===== config.mk =====
export PLATFORM = sky130hd
export DESIGN_NAME = adc_status_tracker
export DESIGN_NICKNAME = d
export VERILOG_FILES = /design/src/rtl/adc_stat_pkg.sv /design/src/rtl/adc_chan_bank.sv /design/src/rtl/adc_last_reg.sv /design/src/rtl/adc_dma_mirror.sv /design/src/rtl/adc_read_port.sv /design/src/rtl/adc_status_tracker.sv
export SDC_FILE = /design/constraint.sdc
export NUM_CORES = 1
export LEC_CHECK = 0
export BUFFER_PORTS_ARGS = -buffer_cell sky130_fd_sc_hd__buf_4
export CAP_MARGIN = 20
export CORE_ASPECT_RATIO = 1.1
export CORE_UTILIZATION = 64
export CTS_BUF_LIST = sky130_fd_sc_hd__clkbuf_4
export CTS_CLUSTER_SIZE = 12
export DETAILED_ROUTE_END_ITERATION = 6
export GPL_TIMING_DRIVEN = 0
export PLACE_DENSITY_LB_ADDON = 0.3
export RECOVER_POWER = 25
export REMOVE_ABC_BUFFERS = 1
export SLEW_MARGIN = 15
export SYNTH_ARGS = -nofsm -noshare
export SYNTH_HDL_FRONTEND = slang
export SYNTH_SLANG_ARGS = --single-unit

===== constraint.sdc =====
create_clock -name clk -period 4.05 [get_ports clk]
set_input_delay 0.81 -clock clk [delete_from_list [all_inputs] [get_ports clk]]
set_output_delay 0.81 -clock clk [all_outputs]
set_load 0.02 [all_outputs]

===== src/rtl/adc_stat_pkg.sv =====
package adc_stat_pkg;
  localparam int STAT_W        = 32;
  localparam int FLAG_SLOTS    = 8;
  localparam int BIT_OVR_BASE  = 8;
  localparam int BIT_DRDY      = 16;
  localparam int BIT_GOVR      = 17;
  localparam int BIT_ENDRX     = 18;
  localparam int BIT_BUFFULL   = 19;
  localparam int USED_BITS     = 20;
  localparam logic [7:0] OFS_STATUS    = 8'h1C;
  localparam logic [7:0] OFS_LAST      = 8'h20;
  localparam logic [7:0] OFS_CHAN_BASE = 8'h40;
  localparam logic [7:0] OFS_CHAN_STEP = 8'h04;

  typedef struct packed {
    logic status;
    logic last;
  } rd_hit_t;

  function automatic logic [7:0] chan_ofs(input int idx);
    return OFS_CHAN_BASE + 8'(idx) * OFS_CHAN_STEP;
  endfunction
endpackage


===== src/rtl/adc_chan_bank.sv =====
module adc_chan_bank #(
  parameter int NUM_CH = 8,
  parameter int RES_W  = 10,
  localparam int CH_W  = (NUM_CH > 1) ? $clog2(NUM_CH) : 1
) (
  input  logic                        clk,
  input  logic                        rst_n,
  input  logic                        conv_fire,
  input  logic [CH_W-1:0]             conv_ch,
  input  logic [RES_W-1:0]            conv_res,
  input  logic [NUM_CH-1:0]           rd_chan,
  input  adc_stat_pkg::rd_hit_t       rd_hit,
  output logic [NUM_CH-1:0][RES_W-1:0] chan_data,
  output logic [NUM_CH-1:0]           eoc,
  output logic [NUM_CH-1:0]           ovre
);
  for (genvar g = 0; g < NUM_CH; g++) begin : g_ch
    logic hit;
    assign hit = conv_fire && (conv_ch == CH_W'(g));

    always_ff @(posedge clk) begin
      if (!rst_n) begin
        chan_data[g] <= '0;
        eoc[g]       <= 1'b0;
        ovre[g]      <= 1'b0;
      end else begin
        if (hit) chan_data[g] <= conv_res;
        // a new result wins over any clearing read in the same cycle
        eoc[g]  <= hit || (eoc[g] && !rd_chan[g] && !rd_hit.last);
        ovre[g] <= (hit && eoc[g]) || (ovre[g] && !rd_hit.status);
      end
    end
  end
endmodule


===== src/rtl/adc_last_reg.sv =====
module adc_last_reg #(
  parameter int RES_W = 10
) (
  input  logic                  clk,
  input  logic                  rst_n,
  input  logic                  conv_fire,
  input  logic [RES_W-1:0]      conv_res,
  input  adc_stat_pkg::rd_hit_t rd_hit,
  output logic [RES_W-1:0]      last_data,
  output logic                  drdy,
  output logic                  govre
);
  always_ff @(posedge clk) begin
    if (!rst_n) begin
      last_data <= '0;
      drdy      <= 1'b0;
      govre     <= 1'b0;
    end else begin
      if (conv_fire) last_data <= conv_res;
      drdy  <= conv_fire || (drdy && !rd_hit.last);
      govre <= (conv_fire && drdy) || (govre && !rd_hit.status);
    end
  end
endmodule


===== src/rtl/adc_dma_mirror.sv =====
module adc_dma_mirror (
  input  logic clk,
  input  logic rst_n,
  input  logic dma_end_rx,
  input  logic dma_buf_full,
  output logic endrx_q,
  output logic buffull_q
);
  always_ff @(posedge clk) begin
    if (!rst_n) begin
      endrx_q   <= 1'b1;
      buffull_q <= 1'b1;
    end else begin
      endrx_q   <= dma_end_rx;
      buffull_q <= dma_buf_full;
    end
  end
endmodule


===== src/rtl/adc_read_port.sv =====
module adc_read_port #(
  parameter int NUM_CH = 8,
  parameter int RES_W  = 10,
  parameter int ADDR_W = 8
) (
  input  logic                         clk,
  input  logic                         rst_n,
  input  logic                         rd_en,
  input  logic [ADDR_W-1:0]            rd_addr,
  input  logic [31:0]                  status_word,
  input  logic [RES_W-1:0]             last_data,
  input  logic [NUM_CH-1:0][RES_W-1:0] chan_data,
  output adc_stat_pkg::rd_hit_t        rd_hit,
  output logic [NUM_CH-1:0]            rd_chan,
  output logic [31:0]                  rd_data
);
  import adc_stat_pkg::*;

  assign rd_hit.status = rd_en && (rd_addr == ADDR_W'(OFS_STATUS));
  assign rd_hit.last   = rd_en && (rd_addr == ADDR_W'(OFS_LAST));

  for (genvar g = 0; g < NUM_CH; g++) begin : g_dec
    assign rd_chan[g] = rd_en && (rd_addr == ADDR_W'(chan_ofs(g)));
  end

  logic [31:0] sel;
  always_comb begin
    sel = '0;
    if (rd_hit.status) sel = status_word;
    if (rd_hit.last)   sel = 32'(last_data);
    for (int i = 0; i < NUM_CH; i++) begin
      if (rd_chan[i]) sel = 32'(chan_data[i]);
    end
  end

  always_ff @(posedge clk) begin
    if (!rst_n)     rd_data <= '0;
    else if (rd_en) rd_data <= sel;
  end
endmodule


===== src/rtl/adc_status_tracker.sv =====
module adc_status_tracker #(
  parameter int NUM_CH = 8,
  parameter int RES_W  = 10,
  parameter int ADDR_W = 8,
  localparam int CH_W  = (NUM_CH > 1) ? $clog2(NUM_CH) : 1
) (
  input  logic              clk,
  input  logic              rst_n,
  input  logic              conv_valid,
  output logic              conv_ready,
  input  logic [CH_W-1:0]   conv_ch,
  input  logic [RES_W-1:0]  conv_res,
  input  logic              dma_end_rx,
  input  logic              dma_buf_full,
  input  logic              rd_en,
  input  logic [ADDR_W-1:0] rd_addr,
  output logic [31:0]       rd_data,
  output logic [31:0]       status_o
);
  import adc_stat_pkg::*;

  logic                         conv_fire;
  logic [NUM_CH-1:0][RES_W-1:0] chan_data;
  logic [NUM_CH-1:0]            eoc, ovre, rd_chan;
  logic [RES_W-1:0]             last_data;
  logic                         drdy, govre, endrx_q, buffull_q;
  rd_hit_t                      rd_hit;
  logic [FLAG_SLOTS-1:0]        eoc_w, ovre_w;

  assign conv_ready = 1'b1;
  assign conv_fire  = conv_valid && conv_ready;

  adc_chan_bank #(.NUM_CH(NUM_CH), .RES_W(RES_W)) bank_i (
    .clk(clk), .rst_n(rst_n), .conv_fire(conv_fire), .conv_ch(conv_ch),
    .conv_res(conv_res), .rd_chan(rd_chan), .rd_hit(rd_hit),
    .chan_data(chan_data), .eoc(eoc), .ovre(ovre));

  adc_last_reg #(.RES_W(RES_W)) last_i (
    .clk(clk), .rst_n(rst_n), .conv_fire(conv_fire), .conv_res(conv_res),
    .rd_hit(rd_hit), .last_data(last_data), .drdy(drdy), .govre(govre));

  adc_dma_mirror dma_i (
    .clk(clk), .rst_n(rst_n), .dma_end_rx(dma_end_rx),
    .dma_buf_full(dma_buf_full), .endrx_q(endrx_q), .buffull_q(buffull_q));

  always_comb begin
    eoc_w  = '0;
    ovre_w = '0;
    eoc_w[NUM_CH-1:0]  = eoc;
    ovre_w[NUM_CH-1:0] = ovre;
  end

  always_comb begin
    status_o = '0;
    status_o[FLAG_SLOTS-1:0]                       = eoc_w;
    status_o[BIT_OVR_BASE +: FLAG_SLOTS]           = ovre_w;
    status_o[BIT_DRDY]                             = drdy;
    status_o[BIT_GOVR]                             = govre;
    status_o[BIT_ENDRX]                            = endrx_q;
    status_o[BIT_BUFFULL]                          = buffull_q;
  end

  adc_read_port #(.NUM_CH(NUM_CH), .RES_W(RES_W), .ADDR_W(ADDR_W)) rd_i (
    .clk(clk), .rst_n(rst_n), .rd_en(rd_en), .rd_addr(rd_addr),
    .status_word(status_o), .last_data(last_data), .chan_data(chan_data),
    .rd_hit(rd_hit), .rd_chan(rd_chan), .rd_data(rd_data));
endmodule


==> results.yml <==
status:
  outcome: "finished clean"
sta:
  setup_slack_ns: 1.34
  rsz0062_at_grt: "false"
  fin_hold_ws_ns: 0.417
  relSlewSlack_pct: 24.5
  drv_slew: 0
  finalHoldViolCount: 0
  finalCritPeriodShare_pct: 66.8
  fin_skew_ns: 0.0120
  fin_crit_ns: 2.71
  tightest_slew_ns: 1.13
  finalSetupViolCount: 0
  fmax_ghz: 0.370
routing:
  via_per_inst: 6.47
  drc: 0
  wl_um: 19100
  drt_iter0_drc: 804
  firstDrtPassIters: 5
  wl_per_cell_um: 20.5
  antenna_left: 0
  num_vias: 6016
global_routing:
  grt_pass1_vias: 5578
  grt_usage_pct: 39.0
  grt.overflow.total: 0
  antenna_found_initial: 0
  grt_first_pass_wirelength_um: 29000
  grt_max_degree: 123
synth:
  ys.flop_type: "dfxtp_1"
  syn_area_per_cell_um2: 7.90
  netlist_area_mm2: 0.00618
  synth-seq-cells: 130
  yosysMostFrequentCell: "nand2_1"
  synth.top_cells.by_area: "dfxtp_1, nand2_1, a21oi_1"
  synth.distinct_cells: 65
  synth-edff-count: 0
  async_reset_ff_share_pct: 0
  syn-instance-count: 783
  synthDominantCellAreaShare_pct: 42.1
  yosys.area.top_type: "dfxtp_1"
  ys_seq_area_share_pct: 42.1
  yosysWarningCount: 0
  yosys-top-cells-count: "nand2_1, dfxtp_1, a21oi_1"
cells_and_area:
  final_core_util_pct: 71.8
  nFillCells: 773
  fin_nets: 829
  n_antenna_cell: 0
  area_growth_pct: 8.56
  drive_above_1_share_pct: 14.9
critical_path:
  slowest_stage: "nor4_2"
  crit_chain: "buf_4 -> nor4_2 -> and3_1 -> a221oi_2 -> a31oi_1 -> o311a_1"
  crit_path_start_kind: "primary input"
  cp-end-kind: "register"
  required_ns: 4.57
  path_class: "primary input to register"
  worstPathMaxFanout: 43
  critPathMaxStageDelay_ns: 0.88
  cp.arrival_ns: 3.22
clocking:
  ctsResizeCount: 0
  cts_tree: "yes"
  cts_buffer_depth: 2
  post-cts-setup-buffer-count: 0
  clk_pin_slew_worst_paths_ns: 0.11
  clock_latency_ns: 0.57
  htreeDepth: 4
  cts_buffers: 17
  cts_sinks: 130
  cts_root_buffer: "clkbuf_4"
  ctsHoldBuffers: 0
placed_design:
  place.gp.congestion: 1.00
  portBuffers: 66
  hpwl_um: 12700
  pre_cts_ws_ns: 0.944
power:
  power_leakage_nw: 2.46
  vdd_ir_drop_max_uv: 356
  p_per_area_mw_per_mm2: 359
floorplan:
  chipHeight_um: 105
  die_area_mm2: 0.0101
  core_mm2: 0.00935
  initial_core_util_pct: 66.1
  io_pins: 92
  fp-row-count: 37
  die_w_um: 95.7
worst_hold_path:
  hold_class: "primary input to register"
run:
  cap_violations: 0
flip-flops by register name (all words and copies together) (netlist names):
register / count
bank_i.chan_data: 80
rd_i.rd_data: 20
last_i.last_data: 10
bank_i.eoc: 8
bank_i.ovre: 8
dma_i.buffull_q: 1
dma_i.endrx_q: 1
last_i.drdy: 1
last_i.govre: 1
logic make-up after synthesis:
logic type	share of synthesized area, %
flip-flops	42.1
buffers and inverters	8.46
multiplexers	5.20
other	0.121
AND/OR/NAND/NOR	23.0
AO/OA/AOI/OAI	21.1
power breakdown:
part           switching, mW  leakage (nW)  internal [mW]  total (mW)
Combinational          0.185          1.27         0.0732       0.258
Sequential            0.0199          1.05           1.31        1.33
Clock                  0.472         0.134          0.357       0.828
stage by stage:
step	TNS [ns]	cell area [um^2]	std cells	total power [mW]
after global routing	0	6710	930	2.49
after global placement	-21.28	6410	896	1.60
after floorplan	0	5770	713	1.48
final	0	6710	930	2.41
after CTS	0	6700	928	2.40
after detailed placement	0	6440	898	1.60
routing by layer:
layer	GRT usage [%]	up-vias	share of wire, %
li1	-	2702	-
met1	48.5	2844	38
met2	60.1	388	46
met3	9.17	82	10
met4	24.0	0	5.3
met5	0	-	0
cell usage in the layout, fill, tap and decap left out, drive strengths merged, types with 3 or more instances in the layout:
cell        n
nand2     188
dfxtp     130
a21oi     110
buf        69
nor2       54
a22oi      25
conb       25
mux2i      22
clkbuf     19
nand3      18
o21ai      13
nor2b       9
nand4       9
clkinv      9
nand2b      8
mux2        7
a211oi      7
nor3        7
o22ai       6
a221oi      6
o211ai      5
nor3b       5
a21o        4
inv         3
a32oi       3
o221ai      3
o211a       3
o2bb2ai     3
clkinvlp    3
and3        3
nor4        3
critical path, delay by kind of cell:
kind / cells / cell delay (ns)
AOI/OAI and AO/OA: 3 / 0.72
buffers and inverters: 1 / 0.28
and+or+nand+nor: 2 / 1.37
path summary, 6_finish.rpt:
check	from	to	cells past startpoint	slack (ns)
worst min-delay path	dma_end_rx	dma_i.endrx_q$_SDFF_PN1_	2	0.42
worst max register to register	bank_i.chan_data[20]$_SDFFE_PN0P_	rd_i.rd_data[0]$_SDFFE_PN0P_	5	2.52
worst max-delay path	rd_addr[2]	rd_i.rd_data[0]$_SDFFE_PN0P_	6	1.34
worst min register to register	bank_i.chan_data[10]$_SDFFE_PN0P_	bank_i.chan_data[10]$_SDFFE_PN0P_	2	0.46
area by class of cell:
| cell class | count | area, um^2 | share of cell area (%) |
|---|---|---|---|
| clock buffers | 18 | 135 | 2.01 |
| clock inverters | 12 | 119 | 1.77 |
| inverters | 5 | 23.8 | 0.354 |
| multi-input cells | 578 | 3160 | 47.1 |
| flip-flops and latches | 130 | 2600 | 38.8 |
| well taps | 117 | 146 | 2.18 |
| repair buffers | 70 | 526 | 7.83 |
Note: power is estimated with default switching activity, not from simulation.
